[src/rtl/irq_route_pkg.sv]
package irq_route_pkg;
  typedef int unsigned uint_t;

  // A route value selects an output only when it lies below the output count.
  function automatic logic route_enabled(input uint_t value, input uint_t n_dst);
    return value < n_dst;
  endfunction

  // True when a route value connects to a particular output line.
  function automatic logic route_hits(input uint_t value, input uint_t line,
                                      input uint_t n_dst);
    return route_enabled(value, n_dst) && (value == line);
  endfunction

  // Position of a (line, source) pairing in the flat level map.
  function automatic uint_t map_index(input uint_t line, input uint_t src,
                                      input uint_t n_src);
    return line * n_src + src;
  endfunction
endpackage

[src/rtl/route_regs.sv]
module route_regs
  import irq_route_pkg::*;
#(
  parameter int unsigned NUM_SRC   = 4,
  parameter int unsigned ROUTE_W   = 8,
  parameter int unsigned ADDR_W    = 8,
  parameter int unsigned BASE_ADDR = 'h60,
  parameter logic [ROUTE_W-1:0] RESET_VAL = 'h80
) (
  input  logic                              clk,
  input  logic                              rst_n,
  input  logic                              cfg_we,
  input  logic [ADDR_W-1:0]                 cfg_addr,
  input  logic [ROUTE_W-1:0]                cfg_wdata,
  output logic [ROUTE_W-1:0]                cfg_rdata,
  output logic [NUM_SRC-1:0][ROUTE_W-1:0]   route_q,
  output logic [NUM_SRC-1:0][ROUTE_W-1:0]   route_nxt
);
  localparam int unsigned LAST_ADDR = BASE_ADDR + NUM_SRC;

  logic [NUM_SRC-1:0] slot_hit;
  logic               in_window;

  assign in_window = (uint_t'(cfg_addr) >= BASE_ADDR) &&
                     (uint_t'(cfg_addr) < LAST_ADDR);

  for (genvar s = 0; s < NUM_SRC; s++) begin : g_slot
    assign slot_hit[s] = cfg_we && (cfg_addr == ADDR_W'(BASE_ADDR + s));

    always_comb begin
      route_nxt[s] = route_q[s];
      if (slot_hit[s]) route_nxt[s] = cfg_wdata;
    end

    always_ff @(posedge clk) begin
      if (!rst_n) route_q[s] <= RESET_VAL;
      else        route_q[s] <= route_nxt[s];
    end


    wr_store_chk: assert property (@(posedge clk) disable iff (!rst_n)
      slot_hit[s] |=> route_q[s] == $past(cfg_wdata));

    wr_hold_chk: assert property (@(posedge clk) disable iff (!rst_n)
      !slot_hit[s] |=> $stable(route_q[s]));
  end

  always_comb begin
    cfg_rdata = '0;
    for (int s = 0; s < int'(NUM_SRC); s++) begin
      if (cfg_addr == ADDR_W'(BASE_ADDR + uint_t'(s))) cfg_rdata = route_q[s];
    end
  end


  rd_window_chk: assert property (@(posedge clk) disable iff (!rst_n)
    (cfg_rdata != '0) |-> in_window);
endmodule

[src/rtl/route_matrix.sv]
module route_matrix
  import irq_route_pkg::*;
#(
  parameter int unsigned NUM_SRC = 4,
  parameter int unsigned NUM_DST = 16,
  parameter int unsigned ROUTE_W = 8
) (
  input  logic                            clk,
  input  logic                            rst_n,
  input  logic [NUM_SRC-1:0][ROUTE_W-1:0] route_nxt,
  input  logic [NUM_SRC-1:0]              src_req,
  output logic [NUM_DST-1:0]              dst_level
);
  localparam int unsigned MAP_W = NUM_DST * NUM_SRC;

  logic [MAP_W-1:0]                map_d;
  logic [MAP_W-1:0]                map_q;
  logic [NUM_SRC-1:0][NUM_DST-1:0] src_col;

  for (genvar d = 0; d < NUM_DST; d++) begin : g_dst
    for (genvar s = 0; s < NUM_SRC; s++) begin : g_src
      localparam int unsigned IDX = map_index(d, s, NUM_SRC);
      assign map_d[IDX] = src_req[s] &&
                          route_hits(uint_t'(route_nxt[s]), d, NUM_DST);
      assign src_col[s][d] = map_q[IDX];
    end
    assign dst_level[d] = |map_q[d*NUM_SRC +: NUM_SRC];
  end

  always_ff @(posedge clk) begin
    if (!rst_n) map_q <= '0;
    else        map_q <= map_d;
  end

  for (genvar s = 0; s < NUM_SRC; s++) begin : g_chk

    one_target_chk: assert property (@(posedge clk) disable iff (!rst_n)
      $onehot0(src_col[s]));

    level_origin_chk: assert property (@(posedge clk) disable iff (!rst_n)
      (src_col[s] != '0) |-> $past(src_req[s]));
  end
endmodule

[src/rtl/irq_line_router.sv]
module irq_line_router
  import irq_route_pkg::*;
#(
  parameter int unsigned NUM_SRC   = 4,
  parameter int unsigned NUM_DST   = 16,
  parameter int unsigned ROUTE_W   = 8,
  parameter int unsigned ADDR_W    = 8,
  parameter int unsigned BASE_ADDR = 'h60,
  localparam int unsigned LINE_W   = $clog2(NUM_DST)
) (
  input  logic                       clk,
  input  logic                       rst_n,
  input  logic                       cfg_we,
  input  logic [ADDR_W-1:0]          cfg_addr,
  input  logic [ROUTE_W-1:0]         cfg_wdata,
  output logic [ROUTE_W-1:0]         cfg_rdata,
  input  logic [NUM_SRC-1:0]         src_req,
  output logic [NUM_DST-1:0]         irq_out,
  output logic [NUM_SRC-1:0]         src_routed,
  output logic [NUM_SRC*LINE_W-1:0]  src_line
);
  logic [NUM_SRC-1:0][ROUTE_W-1:0] route_q;
  logic [NUM_SRC-1:0][ROUTE_W-1:0] route_nxt;

  route_regs #(
    .NUM_SRC(NUM_SRC), .ROUTE_W(ROUTE_W), .ADDR_W(ADDR_W),
    .BASE_ADDR(BASE_ADDR), .RESET_VAL(ROUTE_W'('h80))
  ) u_regs (
    .clk(clk), .rst_n(rst_n), .cfg_we(cfg_we), .cfg_addr(cfg_addr),
    .cfg_wdata(cfg_wdata), .cfg_rdata(cfg_rdata),
    .route_q(route_q), .route_nxt(route_nxt)
  );

  route_matrix #(
    .NUM_SRC(NUM_SRC), .NUM_DST(NUM_DST), .ROUTE_W(ROUTE_W)
  ) u_matrix (
    .clk(clk), .rst_n(rst_n), .route_nxt(route_nxt),
    .src_req(src_req), .dst_level(irq_out)
  );

  for (genvar s = 0; s < NUM_SRC; s++) begin : g_status
    assign src_routed[s] = route_enabled(uint_t'(route_q[s]), NUM_DST);
    assign src_line[s*LINE_W +: LINE_W] =
      src_routed[s] ? route_q[s][LINE_W-1:0] : '0;
  end


  out_origin_chk: assert property (@(posedge clk) disable iff (!rst_n)
    (irq_out != '0) |-> ($past(src_req) != '0));

  idle_out_chk: assert property (@(posedge clk) disable iff (!rst_n)
    ($past(src_routed) == '0 && src_routed == '0) |-> irq_out == '0);
endmodule

[config.mk]
export PLATFORM = sky130hd
export DESIGN_NAME = irq_line_router
export DESIGN_NICKNAME = d
export VERILOG_FILES = /design/src/rtl/irq_route_pkg.sv /design/src/rtl/route_regs.sv /design/src/rtl/route_matrix.sv /design/src/rtl/irq_line_router.sv
export SDC_FILE = /design/constraint.sdc
export NUM_CORES = 1
export LEC_CHECK = 0
export CAP_MARGIN = 20
export CORE_MARGIN = 5
export CORE_UTILIZATION = 50
export CTS_CLUSTER_SIZE = 20
export DETAILED_ROUTE_END_ITERATION = 8
export GPL_TIMING_DRIVEN = 0
export PLACE_DENSITY_LB_ADDON = 0.3
export SYNTH_ARGS = -nofsm -noshare
export SYNTH_HDL_FRONTEND = slang
export SYNTH_HIERARCHICAL = 1
export SYNTH_SLANG_ARGS = --single-unit
[constraint.sdc]
create_clock -name clk -period 4.52 [get_ports clk]
set_input_delay 1.13 -clock clk [delete_from_list [all_inputs] [get_ports clk]]
set_output_delay 1.13 -clock clk [all_outputs]
set_load 0.02 [all_outputs]
==> metrics.txt, run 1 <==
status=complete, no violations; width of the die=100.0 microns; Fillers=653; period utilization=96.21%; final core occ=64.12%; layout cells sized above 1=20.35%; routed len/inst=18.68 microns; PD cells=278.7 nW/um^2; leading register cell type out of synthesis=dfxtp_1; CP arrival=3.22 ns; worst-path cell chain=clkdlybuf4s50_1 > buf_2 > clkbuf_1 > a21oi_1 > o221ai_1 > a21oi_1 > clkdlybuf4s50_1; CP max FO=10; Synth async-reset ratio=0%; synth warn=6; clk slew on worst S/H paths=~0.080 ns; initial antenna violation count=0; port bufs=66; routability cong.=0.9315; final hold violations=0; Crit path max-delay family=buffers and inverters; Area growth syn-to-layout=23.53%; DRT Pass-1 Iters=5; hold path depth=2; core area=around 8000 sq um; cell count along the critical path=7; Post-synth EDFFs=0; WHS=between 0.6 and 0.7 ns; WP buf/inv=4; Hold Path Origin=u_regs/route_q[15]; DRT antenna net count=0; Via Count=3090; Critical Path End Type=output port; Clock Skew=around 0.013 ns; Core Rows=32; Final HPWL DP=8224 microns; DIE HEIGHT=100.0 microns; DRC viols=0; overall power=1.395 mW; CTS buffer count=9; Resized cells post-CTS=0; Worst Path Class, Setup=input port to output port; delay of the slowest cell on the worst path=0.56 ns; cell count after synthesis=372; Setup WS post-layout=0.1713 ns; Slew Viols, Final=0; Post-DP Area=4841 sq um; Starting Density=between 50% and 60%; HP Class=flop to flop; first-pass GRT wire length=16020 microns; WL final=10350 microns; Synth Cell Area=between 4000 and 5000 sq um; Seq/Total Area, Yosys=between 40% and 50%; max-capacitance violation count=0; clock buffer depth=2; pin count of the biggest net entering global routing=17; diode count=0; Worst R2R Start=u_regs/route_q[31]; Reg area=1922 sq um; Final Instance Area=about 5000 sq um; post-layout minimum cycle time=4.349 ns; pre-CTS setup slack=~0.11 ns; DP Cell Count=540; Slew HR=58.49%; CTS Sinks=96; H-tree depth=3; Root Buffer=clkbuf_8; # setup viols final=0; CTS tree=built; fmax=about 230 MHz; static leakage=1.772 nW; Ports=67; Worst-Margin Slew=0.6170 ns; CP startpoint kind=input port; non-filler cells, final=554; RSZ-0062 raised after global routing=false; vias per inst=5.578; VDD IR max=284.9 uV; Net Count, Synth=between 300 and 400; Final #Nets=471; R2R cell count=4; GRT Util Overall=20.86%; Critical Path Source=cfg_addr[1]; DRT iter0 DRCs=about 210; syn avg cell area=10.89 sq um; Die Footprint=around 10000 sq um; Setup Buffers After CTS=0; grt total ovfl=0; Final TNS setup=0 ns; CP max-delay cell=clkdlybuf4s50_1; vias in the first global route=2955; CTS Hold Buffers Added=0; Yosys reg bits=96; Crit path required time=3.39 ns; Synth cell types=37; area occupied by multi-input gates=approximately 2000 sq um; clk_lat worst skew=0.36 ns
-- layout make-up --
type	instances	area share [%]
well taps	102	2.549
plain buffers	19	2.924
clock inverters	6	0.8998
repair buffers	66	13.20
clock buffers	9	2.474
flip-flops and latches	96	38.39
inverters	8	0.5999
multi-input cells	248	38.97
-- placed cells by master (no fill, tap or decap), types with 8 or more instances in the layout --
cell type,instances
nor4_1,16
dfxtp_1,96
and2_1,44
mux2_2,29
clkdlybuf4s50_1,66
nor3_1,29
nand2_1,11
or4_1,16
a21oi_1,14
clkbuf_8,9
nand2b_1,10
nor2b_1,8
inv_1,8
nor3_2,19
-- where the power goes --
part           switching [mW]  internal [mW]
combinational          0.0345         0.0292
clock                   0.288          0.198
sequential           0.000420          0.845
-- cells by family after synthesis --
group                  synth area share, %
AO/OA/AOI/OAI                        3.674
flip-flops                           47.42
multiplexers                         9.169
buffers and inverters                4.446
AND/OR/NAND/NOR                      35.29
-- metal layers --
layer,track usage [%],vias to the layer above,routed length [microns]
met5,0,-,0
met1,30.43,1447,4840
met3,5.281,9,819
met4,4.249,0,46
li1,-,1504,-
met2,31.40,130,4641
-- flip-flops by register name, summed over array words and instances, names as in the netlist --
name / flops
u_regs/route_q: 32
u_matrix/map_q: 64
-- worst reg2reg max path, stage by stage, from the launching register on --
cell and delay [ns]:
dfxtp_1 0.35, mux2_2 0.28, or4b_1 0.53, buf_2 0.19
nor4_1 0.54
-- path summary, 6_finish.rpt --
path / end / slack, ns
max: cfg_rdata[5] / 0.17
min: u_regs/route_q[15] / 0.69
max reg2reg: u_matrix/map_q[51] / 2.48
min reg2reg: u_regs/route_q[15] / 0.69
-- synth_stat cells (all sizes together), types with 2 or more instances --
cell type  number  area share (%)
a21oi          14             1.7
and2           44             6.8
and4bb          2            0.62
buf            14             3.1
clkbuf          6            0.56
dfxtp          96              47
inv             8            0.74
mux2           32             9.2
nand2          11             1.0
nand2b         10             1.5
nand4           6             2.0
nand4b          7             1.5
nand4bb         2            0.56
nor2            3            0.34
nor2b           8             1.2
nor3           48             8.3
nor4           20             4.6
o221ai          7             1.5
or2             5            0.77
or4            19             3.8
or4b            2            0.49
or4bb           4             1.1
Note: power is estimated with default switching activity, not from simulation.
==> run 2: changes to the inputs <==
==> constraint.sdc (replaced) <==
create_clock -name clk -period 5.1 [get_ports clk]
set_input_delay 1.275 -clock clk [delete_from_list [all_inputs] [get_ports clk]]
set_output_delay 1.275 -clock clk [all_outputs]
set_load 0.02 [all_outputs]
==> metrics.txt, run 2 (synthesis results as in run 1) <==
Slew Viols, Final=0; CP startpoint kind=input port; diode count=0; CTS tree=built; status=complete, no violations; Core Rows=32; initial antenna violation count=0; Final #Nets=approximately 470; # setup viols final=0; Final Instance Area=5010 sq um; VDD IR max=approximately 250 uV; GRT Util Overall=20.86%; vias per inst=5.582; DRC viols=0; non-filler cells, final=~560; period utilization=between 90 and 100%; DRT iter0 DRCs=roughly 200; Final TNS setup=0 ns; CP arrival=3.45 ns; Worst Path Class, Setup=input port to output port; commonest non-fill, non-tap cell in the layout=dfxtp_1; CTS Hold Buffers Added=0; RSZ-0062 raised after global routing=false; grt total ovfl=0; DRT antenna net count=0; CTS Sinks=96; Top Registers=u_matrix/map_q x64, u_regs/route_q x32; core area=7807 sq um; Crit path required time=about 3.8 ns; Final HPWL DP=8224 microns; Largest register FFs=64; clock buffer depth=2; Resized cells post-CTS=0; post-layout minimum cycle time=4.722 ns; DIE HEIGHT=between 100 and 150 microns; routed len/inst=18.66 microns; H-tree depth=3; overall power=1.235 mW; DRT Pass-1 Iters=5; WHS=0.6950 ns; Die Footprint=10010 sq um; Starting Density=51.91%; vias in the first global route=approximately 3000; Clock Skew=0.01106 ns; port bufs=66; Area growth syn-to-layout=23.62%; Via Count=approximately 3100; Root Buffer=clkbuf_8; area occupied by multi-input gates=1951 sq um; static leakage=1.773 nW; clk_lat worst skew=between 0.3 and 0.4 ns; CP max FO=10; WL final=10360 microns; Reg area=slightly below 2000 sq um; Critical Path End Type=output port; Most flops, register=u_matrix/map_q; Slew HR=57.81%; fmax=211.8 MHz; PD cells=246.5 nW/um^2; HP Class=flop to flop; Post-DP Area=4841 sq um; Worst-Margin Slew=0.6271 ns; first-pass GRT wire length=16020 microns; routability cong.=0.9315; final hold violations=0; CTS buffer count=9; pin count of the biggest net entering global routing=17; DP Cell Count=540; Ports=67; layout cells sized above 1=approximately a fifth; clk slew on worst S/H paths=0.08 ns; Setup Buffers After CTS=0; Fillers=654; most frequent cells in the layout=96 x dfxtp_1, 66 x clkdlybuf4s50_1, 44 x and2_1, 29 x nor3_1, 29 x mux2_2; max-capacitance violation count=0; width of the die=100.0 microns
[run 2: worst max-delay path: stages]
cell and delay (ns):
clkdlybuf4s50_1 0.49, buf_2 0.21, or2_2 0.14, clkbuf_1 0.28
a2bb2oi_1 0.21, a32oi_1 0.12, nor2_1 0.10, clkdlybuf4s50_1 0.61
[run 2: report_power, final]
part	internal (mW)	switching (mW)	total (mW)
clock network	0.176	0.253	0.429
logic	0.0260	0.0307	0.0568
registers	0.749	0.000369	0.749
total	0.951	0.284	1.23
[run 2: final cells by class]
class                           count  area share, %
Clock inverter                      6         0.8991
Multi-Input combinational cell    248          38.94
Clock buffer                        9          2.473
Tap cell                          102          2.547
Sequential cell                    96          38.36
Inverter                            8         0.5994
Buffer                             20          2.997
Timing Repair Buffer               66          13.19
[run 2: per-layer routing]
metal	global-route usage, %	wire, microns	part of all wire [%]
met5	0	0	0
met2	31.40	4644	45
met3	5.281	720	7.0
met4	4.249	44	0.42
met1	30.43	4948	48
[run 2: worst paths after layout]
kind | start | endpoint | slack, ns | cells past startpoint
worst min register to register | u_regs/route_q[15] | u_regs/route_q[15] | 0.69 | 2
worst min-delay path | u_regs/route_q[15] | u_regs/route_q[15] | 0.69 | 2
worst max register to register | u_regs/route_q[30] | u_matrix/map_q[51] | 3.04 | 4
worst max-delay path | cfg_addr[0] | cfg_rdata[7] | 0.38 | 8
[run 2: through the flow]
step	util [%]	worst slack [ns]
CTS	64.17	0.3969
detailed placement	62.00	0.4007
global placement	62.00	0.3923
finish	64.17	0.3779
floorplan	-	1.502
global route	64.17	0.2422
==> run 3: changes to the inputs <==
--- a/config.mk
+++ b/config.mk
@@ -6,8 +6,8 @@
 export NUM_CORES = 1
 export LEC_CHECK = 0
 export CAP_MARGIN = 20
-export CORE_MARGIN = 5
 export CORE_UTILIZATION = 50
+export CTS_BUF_LIST = sky130_fd_sc_hd__clkbuf_8
 export CTS_CLUSTER_SIZE = 20
 export DETAILED_ROUTE_END_ITERATION = 8
 export GPL_TIMING_DRIVEN = 0
==> metrics.txt, run 3 (synthesis results as in run 1) <==
DIE HEIGHT=92.03 microns; status=complete, no violations; Worst Path Class, Setup=input port to output port; DP Cell Count=540; max-capacitance violation count=0; DRT iter0 DRCs=299; Slew HR=between 50% and 60%; clk slew on worst S/H paths=0.09 ns; first-pass GRT wire length=15620 microns; CTS Sinks=96; DRT antenna net count=0; # setup viols final=0; CTS Hold Buffers Added=0; WL final=approximately 10000 microns; H-tree depth=3; routed len/inst=18.09 microns; Root Buffer=clkbuf_8; Largest register FFs=64; CTS buffer count=9; VDD IR max=roughly 180 uV; Clock Skew=0.01184 ns; commonest non-fill, non-tap cell in the layout=dfxtp_1; width of the die=between 90 and 100 microns; Ports=67; clock buffer depth=2; routability cong.=0.9307; Die Footprint=8470 sq um; CP arrival=3.49 ns; R2R cell count=4; core area=7767 sq um; Slew Viols, Final=0; non-filler cells, final=556; CP max FO=10; Worst R2R Start=u_regs/route_q[31]; clk_lat worst skew=0.36 ns; Via Count=approximately 3200; Starting Density=roughly 52%; Crit path required time=3.83 ns; hold path depth=2; CTS tree=built; Resized cells post-CTS=0; initial antenna violation count=0; DRC viols=0; Core Rows=32; HP Class=flop to flop; diode count=0; Hold Path Origin=u_regs/route_q[8]; post-layout minimum cycle time=4.764 ns; Worst-Margin Slew=approximately 0.60 ns; period utilization=93.42%; Final #Nets=472; vias in the first global route=2897; flop-to-flop setup slack=approximately 3.0 ns; RSZ-0062 raised after global routing=false; final hold violations=0; DRT Pass-1 Iters=5; most frequent cells in the layout=96 x dfxtp_1, 66 x clkdlybuf4s50_1, 44 x and2_1, 29 x nor3_1, 29 x mux2_2; layout cells sized above 1=20.48%; Most flops, register=u_matrix/map_q; Final HPWL DP=7758 microns; Setup Buffers After CTS=0; port bufs=66; Area growth syn-to-layout=24.70%; PD cells=263.1 nW/um^2; Final TNS setup=0 ns; GRT Util Overall=24.73%; grt total ovfl=0; RR Endpoint=u_matrix/map_q[51]; vias per inst=5.707; pin count of the biggest net entering global routing=18; fmax=209.9 MHz; Hold Crit Endpoint=u_regs/route_q[8]; Critical Path End Type=output port; Top Registers=u_matrix/map_q x64, u_regs/route_q x32; CP startpoint kind=input port; static leakage=1.806 nW
[run 3: area by class of cell]
| class | count | area [sq um] |
|---|---|---|
| buffer | 20 | 150.1 |
| tap | 102 | 127.6 |
| sequential | 96 | 1922 |
| timing repair buffer | 66 | 660.6 |
| inverter | 8 | 30.03 |
| clock inverter | 6 | 75.07 |
| clock buffer | 10 | 137.6 |
| multi-input combinational | 248 | 1951 |
| fill | 652 | 2714 |
[run 3: critical path: stages]
cell and delay [ns]:
clkdlybuf4s50_1 0.50, buf_2 0.24, or2_2 0.15, clkbuf_1 0.28, a2bb2oi_1 0.22, a32oi_1 0.12
nor2_1 0.09, clkdlybuf4s50_1 0.61
[run 3: metal layers]
| layer | vias to the layer above | wire [microns] | GRT usage, % |
|---|---|---|---|
| met5 | - | 0 | 0 |
| met4 | 0 | 146 | 5.729 |
| met3 | 13 | 754 | 5.638 |
| met2 | 149 | 4424 | 36.69 |
| met1 | 1506 | 4734 | 36.37 |
| li1 | 1505 | - | - |
[run 3: where the power goes]
group	total [mW]	internal, mW	leakage [nW]	switching [mW]
logic	0.0578	0.0260	0.923	0.0318
registers	0.750	0.749	0.773	0.000380
clock network	0.522	0.249	0.111	0.273
[run 3: worst max-delay path by stage]
stage / startpoint / endpoint / slack (ns) / cells after the start
global placement: cfg_addr[0] / cfg_rdata[7] / 0.43 / 8
detailed placement: cfg_addr[0] / cfg_rdata[7] / 0.36 / 8
CTS: cfg_addr[0] / cfg_rdata[7] / 0.35 / 8
floorplan: cfg_addr[0] / cfg_rdata[7] / 1.50 / 6
global route: cfg_addr[0] / cfg_rdata[7] / 0.22 / 8
finish: cfg_addr[0] / cfg_rdata[7] / 0.34 / 8
[run 3: per-stage QoR]
| stage | hold slack, ns | cell area, sq um | util, % | setup slack (ns) | power (mW) |
|---|---|---|---|---|---|
| finish | 0.7009 | 5054 | 65.06 | 0.3356 | 1.330 |
| global placement | 0.6681 | 4841 | 62.32 | 0.4272 | 0.8219 |
| detailed placement | 0.6788 | 4841 | 62.32 | 0.3625 | 0.8236 |
| global route | 0.7293 | 5054 | 65.06 | 0.2243 | 1.371 |
| floorplan | 0.6149 | 4053 | - | 1.502 | 0.7915 |
| CTS | 0.7034 | 5054 | 65.06 | 0.3539 | 1.333 |
